### src/rtl/nps_pkg.sv
`timescale 1ns/1ps
package nps_pkg;
  typedef enum logic [7:0] {
    ST_IDLE        = 8'h00,
    ST_PWR_EN      = 8'h01,
    ST_PG_WAIT     = 8'h02,
    ST_CLD_HOLD    = 8'h03,
    ST_PERST_HOLD  = 8'h04,
    ST_PERST_PULSE = 8'h05,
    ST_DONE        = 8'h06
  } seq_st_e;

  typedef enum logic [1:0] {
    RS_IN_RST    = 2'd0,
    RS_CLD_OFF   = 2'd1,
    RS_PERST_OFF = 2'd2
  } rst_st_e;
endpackage

### src/rtl/nps_restart.sv
`timescale 1ns/1ps
module nps_restart (
  input  logic clk_i,
  input  logic rst_ni,
  input  logic sw_en_i,
  input  logic up_perst_ni,
  input  logic test_fault_wr_i,
  input  logic faulted_i,
  output logic restart_o,
  output logic up_perst_q_o,
  output logic test_fault_o
);
  logic sw_q, perst_q, test_q;

  always_ff @(posedge clk_i or negedge rst_ni) begin
    if (!rst_ni) begin
      sw_q    <= 1'b0;
      perst_q <= 1'b0;
      test_q  <= 1'b0;
    end else begin
      sw_q    <= sw_en_i;
      perst_q <= up_perst_ni;
      test_q  <= test_fault_wr_i;  // self-clearing: holds only the latest strobe
    end
  end

  assign restart_o    = (sw_en_i & ~sw_q) | (faulted_i & ~perst_q & up_perst_ni);
  assign up_perst_q_o = perst_q;
  assign test_fault_o = test_q;


  test_self_clr_chk: assert property (@(posedge clk_i) disable iff (!rst_ni)
    (test_q && !test_fault_wr_i) |=> !test_fault_o);
endmodule

### src/rtl/nps_dly_timer.sv
`timescale 1ns/1ps
module nps_dly_timer #(
  parameter int CNT_W     = 32,
  parameter int MS_CYCLES = 50000
) (
  input  logic clk_i,
  input  logic rst_ni,
  input  logic clr_i,
  input  logic long_i,
  output logic done_o
);
  localparam logic [CNT_W-1:0] END_S = CNT_W'(20 * MS_CYCLES - 1);
  localparam logic [CNT_W-1:0] END_L = CNT_W'(30 * MS_CYCLES - 1);

  logic [CNT_W-1:0] cnt_q;

  assign done_o = (cnt_q == (long_i ? END_L : END_S));

  always_ff @(posedge clk_i or negedge rst_ni) begin
    if (!rst_ni)      cnt_q <= '0;
    else if (clr_i)   cnt_q <= '0;
    else if (!done_o) cnt_q <= cnt_q + 1'b1;
  end


  cnt_bound_chk: assert property (@(posedge clk_i) disable iff (!rst_ni)
    cnt_q <= END_L);
endmodule

### src/rtl/nps_rst_ctrl.sv
`timescale 1ns/1ps
module nps_rst_ctrl
  import nps_pkg::*;
(
  input  logic clk_i,
  input  logic rst_ni,
  input  logic hold_i,
  input  logic cld_rel_i,
  input  logic perst_rel_i,
  input  logic perst_hold_i,
  input  logic follow_i,
  input  logic up_perst_i,
  output logic cld_rst_no,
  output logic perst_no
);
  rst_st_e rs_q, rs_d;

  always_comb begin
    rs_d = rs_q;
    if (hold_i) rs_d = RS_IN_RST;
    else begin
      case (rs_q)
        RS_IN_RST:    if (cld_rel_i) rs_d = RS_CLD_OFF;
        RS_CLD_OFF:   if (perst_rel_i || (follow_i && up_perst_i)) rs_d = RS_PERST_OFF;
        RS_PERST_OFF: if (perst_hold_i || (follow_i && !up_perst_i)) rs_d = RS_CLD_OFF;
        default:      rs_d = RS_IN_RST;
      endcase
    end
  end

  always_ff @(posedge clk_i or negedge rst_ni) begin
    if (!rst_ni) rs_q <= RS_IN_RST;
    else         rs_q <= rs_d;
  end

  assign cld_rst_no = (rs_q != RS_IN_RST);
  assign perst_no   = (rs_q == RS_PERST_OFF);


  perst_rel_cause_chk: assert property (@(posedge clk_i) disable iff (!rst_ni)
    $rose(perst_no) |-> $past(perst_rel_i || (follow_i && up_perst_i)));
endmodule

### src/rtl/nic_pwr_seq.sv
`timescale 1ns/1ps
module nic_pwr_seq
  import nps_pkg::*;
#(
  parameter int N_RAILS   = 3,
  parameter int MS_CYCLES = 50000,
  parameter int CNT_W     = 32
) (
  input  logic               clk_i,
  input  logic               rst_ni,
  input  logic               sw_en_i,
  input  logic [N_RAILS-1:0] rail_pg_i,
  input  logic               up_ok_i,
  input  logic               up_perst_ni,
  input  logic               test_fault_wr_i,
  output logic               pwr_en_o,
  output logic               cld_rst_no,
  output logic               perst_no,
  output logic               faulted_o,
  output logic               idle_o,
  output logic [7:0]         raw_state_o
);
  seq_st_e st_q, st_d;
  logic    pend_q, faulted_q;
  logic    restart, up_perst_q, test_fault, tmr_done;
  logic    pg_ok, rails_exp, fault_hit;

  nps_restart u_restart (
    .clk_i           (clk_i),
    .rst_ni          (rst_ni),
    .sw_en_i         (sw_en_i),
    .up_perst_ni     (up_perst_ni),
    .test_fault_wr_i (test_fault_wr_i),
    .faulted_i       (faulted_q),
    .restart_o       (restart),
    .up_perst_q_o    (up_perst_q),
    .test_fault_o    (test_fault)
  );

  assign pg_ok     = &rail_pg_i;
  assign rails_exp = (st_q == ST_CLD_HOLD) || (st_q == ST_PERST_HOLD) ||
                     (st_q == ST_PERST_PULSE) || (st_q == ST_DONE);
  assign fault_hit = (st_q != ST_IDLE) &&
                     ((rails_exp && !pg_ok) || !up_ok_i || test_fault);

  always_comb begin
    st_d = st_q;
    case (st_q)
      ST_IDLE:        if (pend_q) st_d = ST_PWR_EN;
      ST_PWR_EN:      st_d = ST_PG_WAIT;
      ST_PG_WAIT:     if (pg_ok) st_d = ST_CLD_HOLD;
      ST_CLD_HOLD:    if (tmr_done) st_d = ST_PERST_HOLD;
      ST_PERST_HOLD:  if (tmr_done) st_d = ST_PERST_PULSE;
      ST_PERST_PULSE: if (tmr_done) st_d = ST_DONE;
      ST_DONE:        st_d = ST_DONE;
      default:        st_d = ST_IDLE;
    endcase
    if (fault_hit) st_d = ST_IDLE;
  end

  always_ff @(posedge clk_i or negedge rst_ni) begin
    if (!rst_ni) begin
      st_q      <= ST_IDLE;
      pend_q    <= 1'b0;
      faulted_q <= 1'b0;
    end else begin
      st_q <= st_d;
      if (restart)                      pend_q <= 1'b1;
      else if (st_q == ST_IDLE)         pend_q <= 1'b0;
      // fault wins over a restart in the same cycle
      if (fault_hit)    faulted_q <= 1'b1;
      else if (restart) faulted_q <= 1'b0;
    end
  end

  nps_dly_timer #(
    .CNT_W     (CNT_W),
    .MS_CYCLES (MS_CYCLES)
  ) u_timer (
    .clk_i  (clk_i),
    .rst_ni (rst_ni),
    .clr_i  (st_d != st_q),
    .long_i (st_q == ST_PERST_HOLD),
    .done_o (tmr_done)
  );

  nps_rst_ctrl u_rst_ctrl (
    .clk_i        (clk_i),
    .rst_ni       (rst_ni),
    .hold_i       (st_d == ST_IDLE),
    .cld_rel_i    ((st_q == ST_CLD_HOLD) && tmr_done),
    .perst_rel_i  ((st_q == ST_PERST_HOLD) && tmr_done),
    .perst_hold_i ((st_q == ST_PERST_PULSE) && tmr_done),
    .follow_i     (st_q == ST_DONE),
    .up_perst_i   (up_perst_q),
    .cld_rst_no   (cld_rst_no),
    .perst_no     (perst_no)
  );

  assign pwr_en_o    = (st_q != ST_IDLE);
  assign faulted_o   = faulted_q;
  assign idle_o      = (st_q == ST_IDLE);
  assign raw_state_o = st_q;


  code_range_chk: assert property (@(posedge clk_i) disable iff (!rst_ni)
    raw_state_o <= 8'h06);

  off_in_idle_chk: assert property (@(posedge clk_i) disable iff (!rst_ni)
    !pwr_en_o |-> (!cld_rst_no && !perst_no));

  idle_exit_chk: assert property (@(posedge clk_i) disable iff (!rst_ni)
    (st_q == ST_PWR_EN) |-> ($past(st_q) == ST_IDLE));

  fault_to_idle_chk: assert property (@(posedge clk_i) disable iff (!rst_ni)
    ((st_q != ST_IDLE) && !up_ok_i) |=> (idle_o && faulted_o));

  restart_clear_chk: assert property (@(posedge clk_i) disable iff (!rst_ni)
    (restart && (st_q == ST_IDLE)) |=> !faulted_o);
endmodule

### config.mk
export PLATFORM = sky130hd
export DESIGN_NAME = nic_pwr_seq
export DESIGN_NICKNAME = d
export VERILOG_FILES = /design/src/rtl/nps_pkg.sv /design/src/rtl/nps_restart.sv /design/src/rtl/nps_dly_timer.sv /design/src/rtl/nps_rst_ctrl.sv /design/src/rtl/nic_pwr_seq.sv
export SDC_FILE = /design/constraint.sdc
export NUM_CORES = 1
export LEC_CHECK = 0
export ABC_AREA = 1
export BUFFER_PORTS_ARGS = -buffer_cell sky130_fd_sc_hd__clkbuf_2
export CAP_MARGIN = 10
export CORE_MARGIN = 3
export CORE_UTILIZATION = 39
export CTS_CLUSTER_DIAMETER = 200
export CTS_CLUSTER_SIZE = 20
export DETAILED_ROUTE_END_ITERATION = 7
export GPL_TIMING_DRIVEN = 1
export PLACE_DENSITY = 0.55
export SETUP_SLACK_MARGIN = 0.02
export SLEW_MARGIN = 20
export SYNTH_ARGS = -nofsm -noshare
export SYNTH_HDL_FRONTEND = slang
export SYNTH_SLANG_ARGS = --single-unit
### constraint.sdc
create_clock -name clk_i -period 3.85 [get_ports clk_i]
set_input_delay 0.77 -clock clk_i [delete_from_list [all_inputs] [get_ports clk_i]]
set_output_delay 0.77 -clock clk_i [all_outputs]
set_load 0.005 [all_outputs]
# --- Yosys cells after proc, flatten, opt, wreduce, memory -nomap -nowiden ---
# Cells that the tools add are included.
classes:
  n_reduce_logical: 26
  bitwise: 6
  eq_ne: 14
  muxes: 19
  addsub: 1
ops:
  columns: ["cell", "count"]
  rows:
  - ["2-to-1 mux 32 bit", 2]
  - ["one-hot mux 8 bit (7 select lines)", 1]
  - ["2-to-1 mux 8 bit", 6]
  - ["adder 32 x 1 -> 32 bit, second input constant", 1]
  - ["equality test 32 bit", 1]
  - ["equality test 8 x 3 -> 1 bit, second input constant", 3]
  - ["2-to-1 mux 21 bit", 1]
  - ["equality test 8 x 2 -> 1 bit, second input constant", 2]
  - ["zero test 8 bit", 2]
  - ["!= test 3 x 1 -> 1 bit, second input constant", 3]
  - ["equality test 8 x 1 -> 1 bit, second input constant", 1]
  - ["2-to-1 mux 2 bit", 4]
  - ["!= test 8 bit", 1]
  - ["nonzero test 8 bit", 1]
  - ["logical AND 1 bit", 7]
  - ["logical OR 1 bit", 7]
  - ["one-hot mux 2 bit (3 select lines)", 1]
  - ["AND reduction 3 bit", 2]
  - ["nonzero test 2 bit", 3]
  - ["2-to-1 mux 1 bit", 4]
  - ["AND 1 bit", 3]
  - ["zero test 1 bit", 3]
  - ["equality test 2 x 1 -> 1 bit, second input constant", 1]
  - ["equality test 2 bit, second input constant", 1]
  - ["4 further kinds", 5]
totals:
  register_bits: 47
  in_bits: 9
  out_inout_bits: 13
  wordCells: 74

# --- Depth between registers and ports, before layout ---
# Gate-level depths: netlist (run 1).
depth:
  depth_word: 12
  depth_mapped: 19
  mapped_depth_nobuf: 17

# --- Modules after synthesis ---
# A second synthesis (run 1) with hierarchy kept.
unflattened:
  cells_unflattened: 495
  area_unflattened_um2: 3263.1
by_module_without_submodules:
  columns: ["module", "area_each_um2", "cells_per_inst", "n_inst", "seq_area_each_um2"]
  rows:
  - ["nps_dly_timer", 2338.5, 370, 1, 800.8]
  - ["nic_pwr_seq", 676.9, 93, 1, 250.2]
  - ["nps_rst_ctrl", 152.6, 24, 1, 50.0]
  - ["nps_restart", 95.1, 8, 1, 75.1]

# --- Worst setup path after synthesis (run 1) ---
# OpenSTA, ideal clock, no wires.
synth_path:
  kind: "reg-to-reg"
  from: "register u_timer.cnt_q[0]"
  to: "register u_timer.cnt_q[19]"
  path_buffers: 2
  period_less_slack_ns: 2.098
  setup_time_ns: 0.128
  arrival_time_ns: 1.970
  setup_slack_ns: 1.752
  stages_incl_launch_ff: 17
  required_time_ns: 3.722
  cell_sequence: "dfrtp_1 ha_1 nand2_2 nor2_1 nand2_1 nor2_4 nand3_4 nand3_1 nand3_1 nand2_1 nand2_1 nand3_1 nor2_4 inv_2 buf_6 buf_12 nor2_4"
synth_via:
  elab_chain_len: 6
  elab_cells_between_ends: 11
  cone_classes: "1 x add/sub; 3 x eq/ne; 7 x mux"
synth_lines:
  columns: ["item", "line", "source"]
  rows:
  - ["start, declared", "nps_dly_timer.sv:15", "logic [CNT_W-1:0] cnt_q;"]
  - ["start signal, assigned", "nps_dly_timer.sv:22", "else if (!done_o) cnt_q <= cnt_q + 1'b1;"]
  - ["equality test 32 bit", "nps_dly_timer.sv:17", "assign done_o = (cnt_q == (long_i ? END_L : END_S));"]
  - ["2-to-1 mux 8 bit (on tied branches)", "nic_pwr_seq.sv:54, nic_pwr_seq.sv:52, nic_pwr_seq.sv:53", null]
  - ["one-hot mux 8 bit (7 select lines)", "nic_pwr_seq.sv:48", "case (st_q)"]
  - ["2-to-1 mux 8 bit", "nic_pwr_seq.sv:58", "if (fault_hit) st_d = ST_IDLE;"]
  - ["!= test 8 bit", "nic_pwr_seq.sv:82", ".clr_i (st_d != st_q),"]
  - ["!= test 2 x 1 -> 1 bit (no source line) / 2-to-1 mux 32 bit (equally long branches)", null, null]
# Parallel ways exist; a longest one is shown, timed or not. The select of a mux whose other input is x is not followed.
# A chain may end at the register's enable or synchronous reset.

# --- Worst setup path after layout (run 1) ---
layout_path:
  from: "register u_timer.cnt_q[0]"
  to: "register u_timer.cnt_q[4]"
# The elaborated chain is that of the path after synthesis.

==> metrics.md, run 1 <==
| Metric | Value |
|---|---|
| Fin nets | `approximately 430` |
| Worst slew margin | `45.5%` |
| DR vias | `2440` |
| CP Buf/Inv Count | `1` |
| Clk pwr share | `37.4%` |
| Min Tclk post-route | `2.84 ns` |
| TritonRoute pass-1 iters | `4` |
| I/O pin cnt | `22` |
| First-pass GRT wire length | `11.7 mm` |
| Yosys warning total | `0` |
| Global route overflow | `0` |
| Synth Instances | `388` |
| Hold Buf Count CTS | `0` |
| Avg Synthesized Cell Area | `7.45 sq um` |
| Asr flop ratio synth | `100%` |
| GP Congestion | `0.883` |
| Worst setup EP type | `register` |
| Layout filler cell count | `approximately 770` |
| CTS tree | `built` |
| Initial DRC Count | `157` |
| Final setup viols | `0` |
| Per-cell routed wire length | `12.9 um` |
| Critical Path RT | `4.01 ns` |
| CTS buffer count | `5` |
| Final ANT Viol Nets | `0` |
| DPL Wire Length | `5.14 mm` |
| Largest net degree at the start of global routing | `31` |
| Die Wd | `92.1 um` |
| EDFF count, synth | `0` |
| FF+latch count, synth | `47` |
| Final Max Slew Viols | `0` |
| Post-CTS Setup Inserts | `0` |
| CP max FO | `29` |
| Antenna diode count | `0` |
| Util after Layout | `45.8%` |
| Clock sinks | `47` |
| Remaining DRCs | `0` |
| Critical path class | `reg2reg` |
| Cell variety after synth | `30` |
| Layout Skew | `approximately 0.0086 ns` |
| Crit path cell chain | `ha_1 -> nand2_2 -> nor2_1 -> nand2_1 -> nor2_4 -> nand3_4 -> nand3_1 -> nand3_1 -> nand2_1 -> nand2_1 -> nand3_1 -> nor2_4 -> inv_2 -> nor2_1` |
| RSZ-0062 raised after global routing | `false` |
| Critical-path top delay cell | `inv_2` |
| Die area | `0.00848 sq mm` |
| Tightest Pin Transition | `just over 0.8 ns` |
| Outcome | `complete, no violations` |
| Starting Density | `between 40% and 50%` |
| Drt via density | `about 4.7` |
| Row cnt | `30` |
| Synth Flop Type | `dfrtp_1` |
| Longest Clk Path Bufs | `2` |
| Synth area leader | `dfrtp_1` |
| Critical path's largest stage delay | `0.59 ns` |
| Switching Share | `25.0%` |
| Maximum VDD drop | `0.159 mV` |
| Max-cap violation count | `0` |
| Core area | `0.00698 sq mm` |
| Pwr/cell area | `268 mW/mm^2` |
| Storage cell area | `0.00118 sq mm` |
| Period utilization | `73.8%` |
| Area of the multi-input gates | `0.00149 sq mm` |
| Synth Cell Area | `0.00289 sq mm` |
| Psw | `214 uW` |
| Pre-CTS WS | `1.03 ns` |
| Top cells by area, synth | `dfrtp_1, nand2_1, nor2_1, inv_1, nor2_4` |
| Flop pwr share | `58.7%` |
| Synthesis-to-finish area growth | `10.6%` |
| Final worst slack | `1.01 ns` |
| Startpoint types | `register` |
| CTS Root Cell | `clkbuf_8` |
| Die Y | `92.1 um` |
| Initial antenna violation count | `0` |
| Setup tns final | `0 ns` |
| Hold WC Path Type | `in2async` |
| Share of cells above drive strength 1 | `15.0%` |
| Total GRT Usage | `17.0%` |
| Comb power frac | `under 10%` |
| Buffers added on ports | `21` |
| H-tree levels | `2` |
| Synth top area share | `40.7%` |
| Resize count post-CTS | `0` |
| Clk pin slew, worst setup/hold paths | `0.10 ns` |
| Final wirelength | `6.62 mm` |
| Internal Dissipation | `642 uW` |
| Sequential area share after synthesis | `40.7%` |
| Critical path arrival | `3.00 ns` |
| Top cell family by delay on the critical path | `simple AND/OR/NAND/NOR gates` |
| Final Hold Vio Count | `0` |
| Vias in the first global route | `~2400` |
| Peak Freq | `~350 MHz` |
| Leakage | `about 1.4 nW` |
| Worst skew pair latency | `around 0.31 ns` |
==> cell usage in the layout, fill, tap and decap left out <==
| master | netlist | routed |
|---|---|---|
| nand4_1 | 8 | 8 |
| o21bai_1 | 1 | 1 |
| xnor2_1 | 6 | 6 |
| clkbuf_8 | 0 | 5 |
| o211ai_1 | 1 | 1 |
| clkbuf_2 | 0 | 21 |
| a21o_1 | 1 | 1 |
| or4_1 | 1 | 1 |
| nand2_2 | 9 | 9 |
| ha_1 | 1 | 1 |
| o22ai_1 | 1 | 1 |
| nor2_4 | 14 | 14 |
| xor2_1 | 16 | 16 |
| nor3b_1 | 1 | 1 |
| nand3_1 | 26 | 26 |
| nand3_4 | 1 | 1 |
| inv_1 | 51 | 51 |
| o21ai_0 | 12 | 12 |
| a21oi_1 | 5 | 5 |
| nor3_1 | 19 | 19 |
| conb_1 | 1 | 5 |
| mux2i_1 | 1 | 1 |
| inv_2 | 4 | 4 |
| buf_4 | 0 | 1 |
| inv_6 | 0 | 2 |
| nor4_1 | 2 | 2 |
| clkinvlp_4 | 0 | 1 |
| dfrtp_1 | 47 | 47 |
| nor2_2 | 3 | 3 |
| nor2_1 | 73 | 73 |
| nand2_1 | 78 | 78 |
| nand3_2 | 2 | 2 |
==> per-layer routing <==
metal / up-vias / routed length (um) / global-route usage, %
met5: - / 0 / 0
met4: 0 / 119 / 5.94
met3: 11 / 225 / 2.95
met2: 48 / 2960 / 25.7
met1: 1114 / 3310 / 24.4
li1: 1267 / - / -
==> stage by stage <==
step                hold slack, ns  total power [mW]  cell area [sq um]  instances
global route                 0.559             0.894               3200        515
detailed placement           0.517             0.547               3100        507
global placement             0.510             0.547               3100        507
floorplan                    0.474             0.526               2910        392
CTS                          0.542             0.873               3200        515
finish                       0.520             0.856               3200        515
==> state kept, by name, summed over array words and instances, names as in the netlist <==
signal	count
u_timer.cnt_q	32
raw_state_o	8
u_rst_ctrl.rs_q	2
faulted_o	1
pend_q	1
u_restart.sw_q	1
u_restart.test_fault_o	1
u_restart.up_perst_q_o	1
==> worst paths after layout <==
| path | start | endpoint | slack (ns) | depth (start not counted) |
|---|---|---|---|---|
| hold / removal | rst_ni | u_timer.cnt_q[10] | 0.52 | 1 |
| setup / recovery | u_timer.cnt_q[0] | u_timer.cnt_q[4] | 1.01 | 14 |
| hold reg to reg | pend_q | pend_q | 0.54 | 2 |
| setup reg to reg | u_timer.cnt_q[0] | u_timer.cnt_q[4] | 1.01 | 14 |
| max in group asynchronous | rst_ni | raw_state_o[7] | 2.61 | 2 |
| min in group clk_i | pend_q | pend_q | 0.54 | 2 |
==> worst reg2reg max path, cell delays in order (launching register included) <==
cell and delay (ns):
dfrtp_1 0.39, ha_1 0.31, nand2_2 0.12, nor2_1 0.13, nand2_1 0.11, nor2_4 0.13
nand3_4 0.17, nand3_1 0.12, nand3_1 0.10, nand2_1 0.13, nand2_1 0.06, nand3_1 0.13
nor2_4 0.07, inv_2 0.59, nor2_1 0.13
==> layout make-up <==
cell class                      instances  area share [%]
Clock buffer                            5            2.15
Timing Repair Buffer                   22            3.52
Sequential cell                        47            36.8
Clock inverter                          3           0.783
Multi-Input combinational cell        287            46.5
Inverter                               55            6.46
Tap cell                               96            3.76
==> cells by family (layout without fill, tap and decap cells) <==
| family | Yosys count | count (layout) | share of synthesized area [%] |
|---|---|---|---|
| simple gates | 237 | 237 | 39.4 |
| fa+ha+maj | 1 | 1 | 0.433 |
| mux | 1 | 1 | 0.346 |
| compound gates | 21 | 21 | 3.94 |
| xor+xnor | 22 | 22 | 6.66 |
| other cells | 1 | 5 | 0.130 |
| flops | 47 | 47 | 40.7 |
| buf+inv | 58 | 85 | 8.39 |
==> cells in the mapped netlist, drive strengths merged (2+ instances only) <==
master	number
buf	3
nand4	8
nand2	87
dfrtp	47
nor2	90
o21ai	12
a21oi	5
nor3	19
nand3	29
inv	55
xor2	16
nor4	2
xnor2	6
==> power by group through the flow <==
stage | Sequential, mW | Clock (mW) | Combinational (mW)
final | 0.502 | 0.320 | 0.0336
after global routing | 0.503 | 0.351 | 0.0393
after CTS | 0.502 | 0.335 | 0.0354
after detailed placement | 0.512 | 0 | 0.0352
after global placement | 0.512 | 0 | 0.0351
after floorplan | 0.512 | 0 | 0.0141
Power figures use the tool's default switching activity.
==> run 2, diff against run 1 <==
--- a/config.mk
+++ b/config.mk
@@ -5,7 +5,7 @@
 export SDC_FILE = /design/constraint.sdc
 export NUM_CORES = 1
 export LEC_CHECK = 0
-export ABC_AREA = 1
+export ABC_AREA = 0
 export BUFFER_PORTS_ARGS = -buffer_cell sky130_fd_sc_hd__clkbuf_2
 export CAP_MARGIN = 10
 export CORE_MARGIN = 3
@@ -14,7 +14,7 @@
 export CTS_CLUSTER_SIZE = 20
 export DETAILED_ROUTE_END_ITERATION = 7
 export GPL_TIMING_DRIVEN = 1
-export PLACE_DENSITY = 0.55
+export PLACE_DENSITY = 0.57
 export SETUP_SLACK_MARGIN = 0.02
 export SLEW_MARGIN = 20
 export SYNTH_ARGS = -nofsm -noshare
==> constraint.sdc (replaced) <==
create_clock -name clk_i -period 2.4 [get_ports clk_i]
set_input_delay 0.48 -clock clk_i [delete_from_list [all_inputs] [get_ports clk_i]]
set_output_delay 0.48 -clock clk_i [all_outputs]
set_load 0.005 [all_outputs]
==> metrics.md, run 2 <==
| Metric | Value |
|---|---|
| Final Max Slew Viols | `0` |
| Share of cells above drive strength 1 | `25.9%` |
| Worst slew margin | `55.3%` |
| Leakage | `1.33 nW` |
| Remaining DRCs | `0` |
| Startpoint types | `register` |
| RSZ-0062 raised after global routing | `true` |
| Fin nets | `337` |
| Clk pin slew, worst setup/hold paths | `0.08 ns` |
| Clock sinks | `47` |
| Min Tclk post-route | `2.41 ns` |
| Commonest cells in the netlist | `dfrtp_1, nor2_1, nand2_1, inv_1` |
| GP Congestion | `0.862` |
| Drt via density | `between 5 and 6` |
| Layout filler cell count | `587` |
| Row cnt | `28` |
| Total GRT Usage | `between 15 and 20%` |
| CTS buffer count | `5` |
| Antenna diode count | `0` |
| Asr flop ratio synth | `100%` |
| Worst skew pair latency | `0.30 ns` |
| Final Hold Vio Count | `0` |
| Commonest non-fill, non-tap cell in the layout | `dfrtp_1` |
| Final worst slack | `-0.0122 ns` |
| I/O pin cnt | `22` |
| Util after Layout | `51.3%` |
| Outcome | `complete, but fails checks` |
| Global route overflow | `0` |
| Worst r2r src | `raw_state_o[1]` |
| Cell variety after synth | `49` |
| EDFF count, synth | `0` |
| Buffers added on ports | `21` |
| Yosys warning total | `0` |
| Max-cap violation count | `0` |
| Placed Instance Area | `0.00292 sq mm` |
| Peak Freq | `approximately 410 MHz` |
| Critical path class | `reg2out` |
| Worst setup EP type | `output pin` |
| Per-cell routed wire length | `14.6 um` |
| Synthesis-to-finish area growth | `24.0%` |
| Vias in the first global route | `roughly 2100` |
| TritonRoute pass-1 iters | `4` |
| Largest net degree at the start of global routing | `33` |
| Critical Path RT | `1.92 ns` |
| Die Y | `~86 um` |
| Largest register by flop count | `u_timer.cnt_q` |
| Final wirelength | `5.88 mm` |
| Top-count cell post-synth | `dfrtp_1` |
| Core area | `0.00610 sq mm` |
| Crit path cell chain | `or3_4 -> or2_4 -> or4_4 -> inv_2 -> clkbuf_2` |
| Reg2reg end | `u_timer.cnt_q[7]` |
| Longest Clk Path Bufs | `2` |
| Synth area leader | `dfrtp_1` |
| Die Wd | `86.4 um` |
| CTS Root Cell | `clkbuf_8` |
| Pwr/cell area | `around 470 mW/mm^2` |
| Most frequent cells in the layout | `dfrtp_1, nor2_1, buf_4, nand2_1, clkbuf_2` |
| Hold WC Path Type | `in2async` |
| Max reg flops | `32` |
| Critical path arrival | `slightly below 2 ns` |
| Critical path's largest stage delay | `0.43 ns` |
| Storage cell area | `0.00118 sq mm` |
| Sequential area share after synthesis | `46.7%` |
| Final setup viols | `1` |
| Maximum VDD drop | `0.268 mV` |
| Die area | `between 0.007 and 0.008 sq mm` |
| Synth Cell Area | `roughly 0.0025 sq mm` |
| R2r worst-path depth | `8` |
| Power Total | `1.47 mW` |
| Final ANT Viol Nets | `0` |
| Top cells by area, synth | `dfrtp_1, nor2_1, xor2_1, xnor2_1, nand2_1` |
| Synth top area share | `46.7%` |
| Biggest regs | `u_timer.cnt_q: 32 flops, raw_state_o: 8 flops, u_rst_ctrl.rs_q: 2 flops` |
| Initial antenna violation count | `0` |
| Area of the multi-input gates | `between 0.001 and 0.0015 sq mm` |
| CP Buf/Inv Count | `2` |
| Initial DRC Count | `76` |
| Period utilization | `101%` |
| FF+latch count, synth | `47` |
| First-pass GRT wire length | `between 10 and 15 mm` |
| Starting Density | `~41%` |
| Tightest Pin Transition | `0.670 ns` |
| DR vias | `2092` |
| CTS tree | `built` |
| Design area | `0.00313 sq mm` |
| H-tree levels | `2` |
| Avg Synthesized Cell Area | `about 9 sq um` |
| Reg2reg setup slack | `about 0.12 ns` |
| CP max FO | `3` |
| Synth Instances | `~270` |
| Synth Flop Type | `dfrtp_1` |
| Failing checks | `negative setup slack` |
| Top cell family by delay on the critical path | `simple AND/OR/NAND/NOR gates` |
| Layout Skew | `0.00721 ns` |
| DPL Wire Length | `4.15 mm` |
| Critical-path top delay cell | `or4_4` |
-- run 2: report_power, final --
group	total, mW	leakage (nW)	internal (mW)	switching, mW
Sequential	0.807	0.630	0.801	0.00587
Combinational	0.0600	0.641	0.0227	0.0373
Clock	0.601	0.0612	0.337	0.263
Total	1.47	1.33	1.16	0.307
-- run 2: cell type report --
| cell class | count | share of cell area [%] |
|---|---|---|
| clock buffers | 6 | 2.64 |
| flip-flops and latches | 47 | 37.6 |
| repair buffers | 52 | 11.2 |
| well taps | 75 | 3.00 |
| inverters | 15 | 1.80 |
| multi-input cells | 206 | 42.6 |
| clock inverters | 2 | 1.12 |
-- run 2: how the worst max path moves through the flow --
stage,start,end,slack (ns),depth (start not counted)
floorplan,raw_state_o[1],u_rst_ctrl.rs_q[1],0.03,6
global placement,raw_state_o[7],u_rst_ctrl.rs_q[1],0.03,6
detailed placement,raw_state_o[7],u_rst_ctrl.rs_q[1],-0.007,6
CTS,raw_state_o[3],idle_o,-0.05,5
global route,raw_state_o[7],idle_o,-0.07,5
finish,raw_state_o[7],idle_o,-0.01,5
-- run 2: worst register-to-register path, delay by kind of cell, from the launching register on --
| kind | cells | cell delay (ns) |
|---|---|---|
| AO/OA/AOI/OAI | 1 | 0.14 |
| buffers and inverters | 2 | 0.28 |
| flip-flops | 1 | 0.39 |
| multiplexers | 1 | 0.19 |
| AND/OR/NAND/NOR | 4 | 1.20 |
-- run 2: metal layers --
layer / wire (um) / vias to the layer above / GRT usage, %
li1: - / 1057 / -
met1: 2820 / 1005 / 24.5
met2: 2870 / 26 / 27.4
met3: 132 / 4 / 2.38
met4: 57 / 0 / 6.66
met5: 0 / - / 0
-- run 2: logic make-up after synthesis --
family,Yosys count,synth area share [%]
muxes,4,1.79
buffers and inverters,23,3.42
other,1,0.149
xor gates and xnor gates,26,9.03
AOI/OAI and AO/OA,37,9.73
DFF,47,46.7
adders and majority gates,1,0.496
and+or+nand+nor,133,28.7
-- run 2: what timing repair did --
action | CTS | global route
hold buffers | 0 | 0
endpoints found under the setup margin | 3 | 37
pin swaps | 5 | 9
setup buffers | 2 | 3
endpoints found under the hold margin | 0 | 0
gates resized for setup | 5 | 10
-- run 2: metrics by stage --
step	std cells	setup slack [ns]	hold slack (ns)	TNS [ns]
global placement	390	0.0350	0.479	0
CTS	400	-0.0519	0.217	-0.0778
finish	403	-0.0122	0.201	-0.0122
detailed placement	390	-0.00653	0.471	-0.00653
floorplan	276	0.0274	0.184	0
global route	403	-0.0674	0.235	-0.101
